File: config.mk
export PLATFORM = sky130hd
export DESIGN_NAME = dmac_channel
export DESIGN_NICKNAME = d
export VERILOG_FILES = /design/src/rtl/dmac_pkg.sv /design/src/rtl/dmac_addr_unit.sv /design/src/rtl/dmac_trig_latch.sv /design/src/rtl/dmac_channel.sv
export SDC_FILE = /design/constraint.sdc
export NUM_CORES = 1
export LEC_CHECK = 0
export BUFFER_PORTS_ARGS = -buffer_cell sky130_fd_sc_hd__buf_2
export CELL_PAD_IN_SITES_DETAIL_PLACEMENT = 1
export CELL_PAD_IN_SITES_GLOBAL_PLACEMENT = 2
export CORE_AREA = 2 2 194 196
export CTS_BUF_LIST = sky130_fd_sc_hd__clkbuf_8
export CTS_CLUSTER_DIAMETER = 30
export DETAILED_ROUTE_END_ITERATION = 10
export DIE_AREA = 0 0 196 198
export GPL_TIMING_DRIVEN = 0
export PLACE_DENSITY_LB_ADDON = 0.1
export RECOVER_POWER = 50
export SLEW_MARGIN = 20
export SYNTH_ARGS = -nofsm -noshare
export SYNTH_HDL_FRONTEND = slang
export SYNTH_SLANG_ARGS = --single-unit
File: constraint.sdc
create_clock -name clk -period 6.1 [get_ports clk]
set_clock_uncertainty 0.1 [all_clocks]
set_input_delay 0.915 -clock clk [delete_from_list [all_inputs] [get_ports clk]]
set_output_delay 0.915 -clock clk [all_outputs]
set_load 0.02 [all_outputs]
File: src/rtl/dmac_pkg.sv
`timescale 1ns/1ps
package dmac_pkg;

   typedef enum logic [1:0] {
      ST_IDLE = 2'd0,
      ST_RD   = 2'd1,
      ST_WR   = 2'd2
   } dmac_state_e;

   localparam logic [1:0] XM_SINGLE = 2'd0;
   localparam logic [1:0] XM_SUCC   = 2'd1;
   localparam logic [1:0] XM_BLOCK  = 2'd2;

   localparam logic [1:0] AM_FIXED  = 2'd0;
   localparam logic [1:0] AM_INC    = 2'd1;
   localparam logic [1:0] AM_DEC    = 2'd2;

   function automatic logic [2:0] unit_bytes(input logic [1:0] wcode);
      case (wcode)
         2'd0:    return 3'd1;
         2'd1:    return 3'd2;
         default: return 3'd4;
      endcase
   endfunction

   function automatic logic [1:0] size_code(input logic [1:0] wcode);
      return (wcode == 2'd3) ? 2'd2 : wcode;
   endfunction

endpackage

File: src/rtl/dmac_addr_unit.sv
`timescale 1ns/1ps
module dmac_addr_unit
   import dmac_pkg::*;
#(
   parameter int AW = 32
) (
   input  logic          clk,
   input  logic          rst_n,
   input  logic          load,
   input  logic [AW-1:0] load_val,
   input  logic [1:0]    mode,
   input  logic [2:0]    bytes,
   input  logic          adv,
   input  logic          rld,
   output logic [AW-1:0] cur
);

   logic [AW-1:0] start_q;
   logic [AW-1:0] cur_q;
   logic [AW-1:0] step;

   assign step = AW'(bytes);
   assign cur  = cur_q;

   always_ff @(posedge clk or negedge rst_n) begin
      if (!rst_n) begin
         start_q <= '0;
         cur_q   <= '0;
      end else if (load) begin
         start_q <= load_val;
         cur_q   <= load_val;
      end else if (adv) begin
         if (rld) begin
            cur_q <= start_q;
         end else begin
            case (mode)
               AM_INC:  cur_q <= cur_q + step;
               AM_DEC:  cur_q <= cur_q - step;
               default: cur_q <= cur_q;
            endcase
         end
      end
   end

   AST_STEP_UP: assert property (@(posedge clk) disable iff (!rst_n)
      (adv && !rld && !load && mode == AM_INC) |=> (cur == $past(cur) + AW'($past(bytes))));
   AST_STEP_DOWN: assert property (@(posedge clk) disable iff (!rst_n)
      (adv && !rld && !load && mode == AM_DEC) |=> (cur == $past(cur) - AW'($past(bytes))));
   AST_HOLD_FIXED: assert property (@(posedge clk) disable iff (!rst_n)
      (!load && !(adv && (rld || mode == AM_INC || mode == AM_DEC))) |=> $stable(cur));
   AST_RELOAD_START: assert property (@(posedge clk) disable iff (!rst_n)
      (adv && rld && !load) |=> (cur == start_q));

endmodule

File: src/rtl/dmac_trig_latch.sv
`timescale 1ns/1ps
module dmac_trig_latch (
   input  logic clk,
   input  logic rst_n,
   input  logic en,
   input  logic idle_ok,
   input  logic kill,
   input  logic trig_in,
   output logic fire,
   output logic pend
);

   logic pend_q;

   assign pend = pend_q;
   assign fire = idle_ok && en && (pend_q || trig_in);

   always_ff @(posedge clk or negedge rst_n) begin
      if (!rst_n) begin
         pend_q <= 1'b0;
      end else if (!en || kill) begin
         pend_q <= 1'b0;
      end else if (fire) begin
         pend_q <= 1'b0;
      end else if (trig_in) begin
         pend_q <= 1'b1;
      end
   end

   AST_NO_PEND_DISABLED: assert property (@(posedge clk) disable iff (!rst_n)
      (!en) |=> !pend_q);
   AST_KILL_DROPS: assert property (@(posedge clk) disable iff (!rst_n)
      kill |=> !pend_q);
   AST_PEND_KEPT: assert property (@(posedge clk) disable iff (!rst_n)
      (pend_q && en && !kill && !fire) |=> pend_q);

endmodule

File: src/rtl/dmac_channel.sv
`timescale 1ns/1ps
module dmac_channel
   import dmac_pkg::*;
#(
   parameter int AW = 32,
   parameter int DW = 32,
   parameter int CW = 16,
   parameter int BW = 8
) (
   input  logic          clk,
   input  logic          rst_n,
   input  logic          ctl_load,
   input  logic [AW-1:0] cfg_src,
   input  logic [AW-1:0] cfg_dst,
   input  logic [CW-1:0] cfg_count,
   input  logic [BW-1:0] cfg_blk,
   input  logic [1:0]    cfg_width,
   input  logic [1:0]    cfg_src_mode,
   input  logic [1:0]    cfg_dst_mode,
   input  logic [1:0]    cfg_xmode,
   input  logic          cfg_reload,
   input  logic          sw_trig,
   input  logic          hw_req,
   output logic          mem_req,
   output logic          mem_we,
   output logic [AW-1:0] mem_addr,
   output logic [1:0]    mem_size,
   output logic [DW-1:0] mem_wdata,
   input  logic [DW-1:0] mem_rdata,
   input  logic          mem_ack,
   output logic          ack_n,
   output logic          end_n,
   output logic          done_irq
);

   localparam int NSIDE = 2;
   localparam logic [CW-1:0] ONE = CW'(1);

   if (DW != 32) begin : g_bad_dw
      $error("dmac_channel: DW must be 32 to carry the widest unit");
   end
   if (BW > CW) begin : g_bad_bw
      $error("dmac_channel: block length wider than count");
   end
   if (AW < 4 || CW < 1 || BW < 1) begin : g_bad_small
      $error("dmac_channel: width parameter too small");
   end

   dmac_state_e   state_q;
   logic [DW-1:0] hold_q;
   logic [CW-1:0] cnt_q;
   logic [CW-1:0] left_q;
   logic          en_q;
   logic [1:0]    width_q;
   logic [1:0]    xmode_q;
   logic [1:0]    smode_q;
   logic [1:0]    dmode_q;
   logic [BW-1:0] blk_q;
   logic          reload_q;
   logic          ack_n_q;
   logic          done_q;

   logic          idle;
   logic          load_ok;
   logic          wr_done;
   logic          last_unit;
   logic          cnt_last;
   logic          fire;
   logic          pend;
   logic          kill;
   logic          rld;
   logic [CW-1:0] blk_eff;
   logic [CW-1:0] run_len;
   logic [2:0]    step_bytes;

   logic [AW-1:0] side_ld [NSIDE];
   logic [1:0]    side_md [NSIDE];
   logic [AW-1:0] side_cur [NSIDE];

   assign idle       = (state_q == ST_IDLE);
   assign load_ok    = ctl_load && idle;
   assign wr_done    = (state_q == ST_WR) && mem_ack;
   assign last_unit  = (left_q == ONE);
   assign cnt_last   = (cnt_q == ONE);
   assign kill       = (wr_done && last_unit && cnt_last) || load_ok;
   assign rld        = wr_done && last_unit && reload_q &&
                       (xmode_q == XM_SUCC || xmode_q == XM_BLOCK);
   assign step_bytes = unit_bytes(width_q);
   assign blk_eff    = (blk_q == '0) ? ONE : CW'(blk_q);

   always_comb begin
      case (xmode_q)
         XM_SUCC:  run_len = cnt_q;
         XM_BLOCK: run_len = (blk_eff < cnt_q) ? blk_eff : cnt_q;
         default:  run_len = ONE;
      endcase
   end

   dmac_trig_latch u_trig (
      .clk     (clk),
      .rst_n   (rst_n),
      .en      (en_q),
      .idle_ok (idle && !ctl_load),
      .kill    (kill),
      .trig_in (sw_trig || hw_req),
      .fire    (fire),
      .pend    (pend)
   );

   assign side_ld[0] = cfg_src;
   assign side_ld[1] = cfg_dst;
   assign side_md[0] = smode_q;
   assign side_md[1] = dmode_q;

   for (genvar g = 0; g < NSIDE; g++) begin : g_side
      dmac_addr_unit #(.AW(AW)) u_addr (
         .clk      (clk),
         .rst_n    (rst_n),
         .load     (load_ok),
         .load_val (side_ld[g]),
         .mode     (side_md[g]),
         .bytes    (step_bytes),
         .adv      (wr_done),
         .rld      (rld),
         .cur      (side_cur[g])
      );
   end

   always_ff @(posedge clk or negedge rst_n) begin
      if (!rst_n) begin
         state_q  <= ST_IDLE;
         hold_q   <= '0;
         cnt_q    <= '0;
         left_q   <= '0;
         en_q     <= 1'b0;
         width_q  <= 2'd0;
         xmode_q  <= XM_SINGLE;
         smode_q  <= AM_FIXED;
         dmode_q  <= AM_FIXED;
         blk_q    <= '0;
         reload_q <= 1'b0;
         ack_n_q  <= 1'b1;
         done_q   <= 1'b0;
      end else begin
         ack_n_q <= 1'b1;
         done_q  <= 1'b0;
         case (state_q)
            ST_IDLE: begin
               if (load_ok) begin
                  cnt_q    <= cfg_count;
                  en_q     <= (cfg_count != '0);
                  width_q  <= cfg_width;
                  xmode_q  <= cfg_xmode;
                  smode_q  <= cfg_src_mode;
                  dmode_q  <= cfg_dst_mode;
                  blk_q    <= cfg_blk;
                  reload_q <= cfg_reload;
               end else if (fire) begin
                  left_q  <= run_len;
                  ack_n_q <= 1'b0;
                  state_q <= ST_RD;
               end
            end
            ST_RD: begin
               if (mem_ack) begin
                  hold_q  <= mem_rdata;
                  state_q <= ST_WR;
               end
            end
            ST_WR: begin
               if (mem_ack) begin
                  cnt_q  <= cnt_q - ONE;
                  left_q <= left_q - ONE;
                  if (last_unit) begin
                     state_q <= ST_IDLE;
                     if (cnt_last) begin
                        en_q   <= 1'b0;
                        done_q <= 1'b1;
                     end
                  end else begin
                     state_q <= ST_RD;
                  end
               end
            end
            default: state_q <= ST_IDLE;
         endcase
      end
   end

   assign mem_req   = !idle;
   assign mem_we    = (state_q == ST_WR);
   assign mem_addr  = (state_q == ST_WR) ? side_cur[1] : side_cur[0];
   assign mem_size  = size_code(width_q);
   assign mem_wdata = hold_q;
   assign ack_n     = ack_n_q;
   assign end_n     = !((state_q == ST_WR) && last_unit);
   assign done_irq  = done_q;

   AST_RD_THEN_WR: assert property (@(posedge clk) disable iff (!rst_n)
      (mem_req && !mem_we && mem_ack) |=> (mem_req && mem_we));
   AST_WDATA_FROM_RD: assert property (@(posedge clk) disable iff (!rst_n)
      (mem_req && !mem_we && mem_ack) |=> (mem_wdata == $past(mem_rdata)));
   AST_CMD_STABLE: assert property (@(posedge clk) disable iff (!rst_n)
      (mem_req && !mem_ack) |=> (mem_req && $stable(mem_addr) && $stable(mem_we)));
   AST_SIZE_LEGAL: assert property (@(posedge clk) disable iff (!rst_n)
      mem_size != 2'd3);
   AST_ACK_ONE: assert property (@(posedge clk) disable iff (!rst_n)
      (!ack_n) |=> ack_n);
   AST_ACK_AT_READ: assert property (@(posedge clk) disable iff (!rst_n)
      (!ack_n) |-> (mem_req && !mem_we));
   AST_END_ON_WRITE: assert property (@(posedge clk) disable iff (!rst_n)
      (!end_n) |-> (mem_req && mem_we));
   AST_DONE_ONE: assert property (@(posedge clk) disable iff (!rst_n)
      done_irq |=> !done_irq);
   AST_DONE_IDLE: assert property (@(posedge clk) disable iff (!rst_n)
      done_irq |-> (!mem_req && !en_q));
   AST_LOAD_NOT_BUSY: assert property (@(posedge clk) disable iff (!rst_n)
      (ctl_load && mem_req && !mem_ack) |=> $stable(cnt_q));

endmodule

* Yosys cells after proc, flatten, opt, wreduce, memory -nomap -nowiden
Cells that the tools add are included.
** Operators by class
- Muxes and demuxes :: 42
- Eq/ne operators :: 19
- Order comparisons :: 1
- Add/sub/neg operators :: 6
- Reductions and logical operators :: 36
** Operators with widths (count)
- 32-bit two-way mux :: 7
- 32-bit case mux with 2 select lines :: 2
- 16-bit two-way mux :: 6
- 16-bit case mux with 2 select lines :: 3
- 32-bit by 3-bit adder with 32-bit output :: 2
- 32-bit by 3-bit subtractor with 32-bit output :: 2
- 16-bit by 1-bit == test with 1-bit output, second input constant :: 2
- 16-bit by 1-bit subtractor with 16-bit output, second input constant :: 2
- 8-bit by 16-bit < comparator with 1-bit output :: 1
- 16-bit nonzero test :: 1
- 1-bit two-way mux :: 15
- 2-bit by 1-bit == test with 1-bit output, second input constant :: 5
- 2-bit == test, second input constant :: 5
- 1-bit logical AND :: 10
- 2-bit two-way mux :: 5
- 2-bit by 1-bit inequality test with 1-bit output, second input constant :: 5
- 8-bit logical NOT :: 1
- 8-bit two-way mux :: 1
- 2-bit AND reduction :: 4
- 4-bit AND reduction :: 2
- 4-bit nonzero test :: 2
- 2-bit case mux with 3 select lines :: 1
- 3-bit case mux with 2 select lines :: 1
- 1-bit logical OR :: 5
- other kinds (8) :: 14
** Storage, ports and cells
- Register bits after elaboration :: 215
- Output and inout port bits :: 71
- Word-level logic and storage cells :: 122
- Bits of input ports :: 135

* Logic depth before layout (Yosys ltp)
- Depth in word-level cells :: 8
- Gate-level depth with buffers :: 15
- Depth with buffers taken out :: 15

* Hierarchy
Synthesis repeated with hierarchy kept, for this count alone.
** Second synthesis, totals
- Cell total of the unflattened synthesis :: 1608
- Area, all modules :: 14187.4 µm²
** Modules (own cells, without submodules)
- dmac_channel :: area an instance 4750.8 µm², cells each 555, times used 1, sequential area each 2153.3 µm²
- dmac_addr_unit at g_side[0].u_addr :: area an instance 4734.5 µm², cells each 499, times used 1, sequential area each 1601.5 µm²
- dmac_addr_unit at g_side[1].u_addr :: area an instance 4650.7 µm², cells each 549, times used 1, sequential area each 1601.5 µm²
- dmac_trig_latch :: area an instance 51.3 µm², cells each 5, times used 1, sequential area each 25.0 µm²

* Worst setup path after synthesis
No wires, ideal clock.
- Kind :: flip-flop to flip-flop
- Start :: register width_q[1]
- End :: register g_side[0].u_addr.cur_q[31]
- Data required time :: 5.876 ns
- Slack :: 2.198 ns
- Cell stages (with the launch flop) :: 16
- Path buffers :: 0
- Period minus slack after synthesis :: 3.902 ns
- Library setup time :: 0.124 ns
- Data arrival time :: 3.678 ns
- Cells stage by stage :: dfrtp_1 -> nor2b_1 -> inv_1 -> ha_1 -> mux2i_1 -> ha_1 -> nor2b_1 -> o31a_1 -> o31ai_2 -> a21oi_2 -> a211oi_2 -> a211oi_2 -> a31oi_2 -> mux2_1 -> a32oi_1 -> nand2_1
** On the way
- Word-level cells in the longest chain between the ends :: 7
- Elaborated cells on any way between the ends :: 9
- Those cells by class :: add/sub: 2; eq/ne: 1; mux: 5; reduce/logical: 1
** RTL lines
- start: declaration :: line dmac_channel.sv:54 : logic [1:0] width_q;
- start signal: assignment :: line dmac_channel.sv:152 : width_q <= cfg_width;
- 2-bit by 1-bit == test with 1-bit output or 2-bit logical NOT (tied branches) :: line dmac_pkg.sv:19 : case (wcode)
- 3-bit case mux with 2 select lines (*) :: line dmac_pkg.sv:19
- 32-bit by 3-bit subtractor with 32-bit output or 32-bit by 3-bit adder with 32-bit output (tied branches) :: line dmac_addr_unit.sv:38, dmac_addr_unit.sv:37
- 32-bit case mux with 2 select lines (*) :: line dmac_addr_unit.sv:36 : case (mode)
- 32-bit two-way mux (*) :: line dmac_addr_unit.sv:33 : if (rld) begin
- 32-bit two-way mux (*) :: line dmac_addr_unit.sv:32 : end else if (adv) begin
- 32-bit two-way mux (*) :: line dmac_addr_unit.sv:29 : end else if (load) begin
- end signal: assignment :: line dmac_addr_unit.sv:31 : cur_q <= load_val;
- end signal: assignment :: line dmac_addr_unit.sv:34 : cur_q <= start_q;
- end signal: assignment :: line dmac_addr_unit.sv:37 : AM_INC: cur_q <= cur_q + step;
- end: declaration :: line dmac_addr_unit.sv:19 : logic [AW-1:0] cur_q;
Every way passes the cells marked *; elsewhere a longest branch is shown, timed or not. The select of a mux whose other input is x is not followed.
A chain may end at the register's enable or synchronous reset.

* Final worst setup path
- Start :: register state_q[0]
- End :: output mem_addr[11]
** On the way
- Word-level cells in the longest chain between the ends :: 2
** RTL lines
- start: declaration :: line dmac_channel.sv:49 : dmac_state_e state_q;
- start signal: assignment :: line dmac_channel.sv:131 : state_q <= ST_IDLE;
- start signal: assignment :: line dmac_channel.sv:161 : state_q <= ST_RD;
- start signal: assignment :: line dmac_channel.sv:167 : state_q <= ST_WR;
- 2-bit == test :: line dmac_channel.sv:192 : assign mem_addr = (state_q == ST_WR) ? side_cur[1] : side_cur[0];
- 32-bit two-way mux :: line dmac_channel.sv:192
- end: declaration :: line dmac_channel.sv:26 : output logic [AW-1:0] mem_addr,
No other way between the ends.

==> results.json <==
{
  "clkPwrFrac_pct": 22.0,
  "path_class": "reg -> out",
  "grt_max_degree": 66,
  "max_freq_mhz": 213,
  "fp.dieArea_um2": 38800,
  "yosysTopAreaCell": "dfrtp_1",
  "viasPerCell": 5.57,
  "ctsHtreeMaxLevel": 3,
  "die_x_um": 196,
  "swShare_pct": 47.0,
  "numCtsBuffers": 68,
  "cts-resized-gates": 0,
  "vias": 13900,
  "ys_types": 86,
  "synth_edf_count": 0,
  "p_switching_uw": 5690,
  "core-area_um2": 37000,
  "comb_power_share_pct": 55.4,
  "detail-route-antenna-nets": 0,
  "cts_sinks": 215,
  "antenna_found_initial": 5,
  "area_delta_synth_final_pct": 24.5,
  "critPathMostFrequentCell": "clkbuf_1",
  "drtIter0Drc": 708,
  "path_cells": "nand2b_1 -> inv_2 -> clkbuf_1 -> clkbuf_1 -> clkbuf_1 -> nand2_1 -> nand2_1 -> buf_2",
  "grt_pass1_vias": 14600,
  "fillers": 4544,
  "fin_crit_ns": 4.70,
  "cts_root_buf": "clkbuf_8",
  "leakage_uw": 0.00824,
  "relSlewSlack_pct": -79.3,
  "drive_gt1_share_pct": 20.2,
  "gp_congestion": 0.902,
  "crit_slowest_cell": "clkbuf_1",
  "synth_area_per_cell_um2": 8.17,
  "synth-async-reset-ratio_pct": 100,
  "final_max_slew_viol_count": 109,
  "clock_latency_ns": 0.63,
  "dp_slack_ns": 1.76,
  "critPathCaptureType": "primary output",
  "start_util_pct": 37.4,
  "cpLargestDelayFamily": "buffers and inverters",
  "status": "finished, violations left",
  "violations": "max-capacitance violations, max-slew violations",
  "final_common_cell": "nand2_1",
  "p_per_area_nw_per_um2": 703,
  "hpwl_um": 41500,
  "num_io_pins": 206,
  "ys_seq_area_share_pct": 38.9,
  "cts_max_path_buffers": 3,
  "grt_setup_unrepaired": "false",
  "crit_fanout": 10,
  "nNetsFinal": 2188,
  "ys_ff_latch": 215,
  "setup_viol": 0,
  "yosys_warnings": 0,
  "grt_usage_pct": 28.9,
  "grt_pass1_wl_um": 85000,
  "final.setup.worst_slack_ns": 1.40,
  "clkTransAtPathRegs_ns": 0.05,
  "hold_path.class": "reg -> reg",
  "maxCapViolations": 2,
  "syn-cell-area_um2": 13800,
  "setup_tns_ns": 0,
  "period_share_pct": 77.0,
  "ir_worst_vdd_uv": 241,
  "slowest_delay_ns": 0.73,
  "cts_hold_buf": 0,
  "synth_top_cells_by_area": "dfrtp_1 (39%), nand2_1 (13%), ha_1 (7.2%)",
  "start_kind": "register",
  "num_rows": 71,
  "syn-num-nets": 1910,
  "p_int_uw": 6410,
  "io_buffers": 204,
  "drc": 0,
  "seq_power_share_pct": 22.7,
  "cts_setup_buffers": 0,
  "netlist_instances": 1693,
  "worstPathRequired_ns": 5.08,
  "post-route-util_pct": 46.6,
  "layout_common_cells": "nand2_1 (486), buf_2 (214), dfrtp_1 (214), o21ai_0 (110), a21oi_1 (104)",
  "critical_path_buf_inv_count": 5,
  "synth-main-ff-cell": "dfrtp_1",
  "cp.arrival_ns": 3.68,
  "cts_tree": "done",
  "drt_pass1_iterations": 5,
  "wl_per_cell_um": 22.3,
  "hold_violations": 0,
  "routed_wl_um": 55700,
  "grt-ovfl-total": 0,
  "die_h_um": 198,
  "tightestPinTransition_ns": 2.69,
  "synth_top_area_share_pct": 38.7
}
==> cells by family (layout without fill, tap and decap cells) <==
group,after synthesis,count (layout),share of synthesized area (%)
DFF,215,215,38.9
other,0,4,0
adders and majority gates,82,82,7.53
xor gates and xnor gates,45,45,2.85
AOI/OAI and AO/OA,454,454,20.8
and+or+nand+nor,729,729,22.8
muxes,42,42,3.37
buffers and inverters,126,456,3.73
==> synth_stat cells, types with 12 or more instances <==
library cell,instances
a31oi_1,12
nor3_1,29
ha_1,80
xnor2_1,27
nor2_1,88
buf_2,13
a21o_1,27
a211oi_1,13
mux2_2,35
nor4_1,17
nand2_1,486
dfrtp_1,214
o21ai_0,110
o211ai_1,23
clkbuf_1,64
nor2b_1,15
a21oi_1,104
xor2_1,18
o21ai_1,48
nand3_1,20
inv_1,33
o22ai_1,15
==> power by group through the flow <==
stage	Clock [µW]	Combinational (µW)	Sequential, µW
6_report	2660	6700	2740
5_1_grt	2790	7470	2820
4_1_cts	2700	6700	2720
3_5_place_dp	0	6650	2730
3_3_place_gp	0	6460	2720
2_1_floorplan	0	4630	2640
==> registers in the layout (all words and copies together), names as in the netlist <==
register               flops
ack_n                      1
blk_q                      8
cnt_q                     16
dmode_q                    2
done_irq                   1
en_q                       1
g_side.u_addr.cur         64
g_side.u_addr.start_q     64
left_q                    16
mem_wdata                 32
reload_q                   1
smode_q                    2
state_q                    2
u_trig.pend                1
width_q                    2
xmode_q                    2
==> worst register-to-register path, delay by kind of cell (launching register included) <==
family	cells	cell delay, ns
AND/OR/NAND/NOR	3	0.50
multiplexers	2	0.61
flip-flops	1	0.41
buffers and inverters	1	0.08
adder cells (fa/ha/maj)	2	0.61
AO/OA/AOI/OAI	7	1.93
==> final cells by class <==
type | count | area (µm²) | area share (%)
clock inverters | 40 | 539 | 3.13
multi-input cells | 1352 | 7940 | 46.1
inverters | 34 | 128 | 0.742
clock buffers | 82 | 1130 | 6.56
well taps | 474 | 593 | 3.45
diodes | 4 | 10.0 | 0.0582
plain buffers | 92 | 388 | 2.25
repair buffers | 208 | 1100 | 6.42
flip-flops and latches | 215 | 5380 | 31.3
==> worst paths after layout <==
kind,from,endpoint,slack [ns],cells after the start
min,g_side[0].u_addr.start_q[11]$_DFFE_PN0P_,g_side[0].u_addr.start_q[11]$_DFFE_PN0P_,0.36,2
min in group asynchronous,rst_n,cnt_q[10]$_DFFE_PN0P_,1.06,1
max,state_q[0]$_DFFE_PN0P_,mem_addr[11],1.40,8
max reg2reg,width_q[1]$_DFFE_PN0P_,g_side[0].u_addr.cur[31]$_DFFE_PN0P_,1.72,15
min reg2reg,g_side[0].u_addr.start_q[11]$_DFFE_PN0P_,g_side[0].u_addr.start_q[11]$_DFFE_PN0P_,0.36,2
max in group asynchronous,rst_n,g_side[1].u_addr.cur[16]$_DFFE_PN0P_,1.90,3
==> through the flow <==
| stage | std cells | area, µm² | hold slack (ns) | power [µW] |
|---|---|---|---|---|
| 2_1_floorplan | 1693 | 13800 | 0.327 | 7270 |
| 3_3_place_gp | 2371 | 15400 | 0.338 | 9170 |
| 3_5_place_dp | 2375 | 15600 | 0.349 | 9380 |
| 4_1_cts | 2497 | 17200 | 0.0775 | 12100 |
| 5_1_grt | 2501 | 17200 | 0.385 | 13100 |
| 6_report | 2501 | 17200 | 0.356 | 12100 |
==> layer usage <==
layer / wire (µm) / GRT usage [%] / up-vias
met5: 0 / 0 / -
met4: 2130 / 12.8 / 0
met3: 3170 / 6.05 / 122
met2: 25200 / 46.1 / 353
met1: 25100 / 38.0 / 6900
li1: - / - / 6552
(Power assumes the default switching activity.)
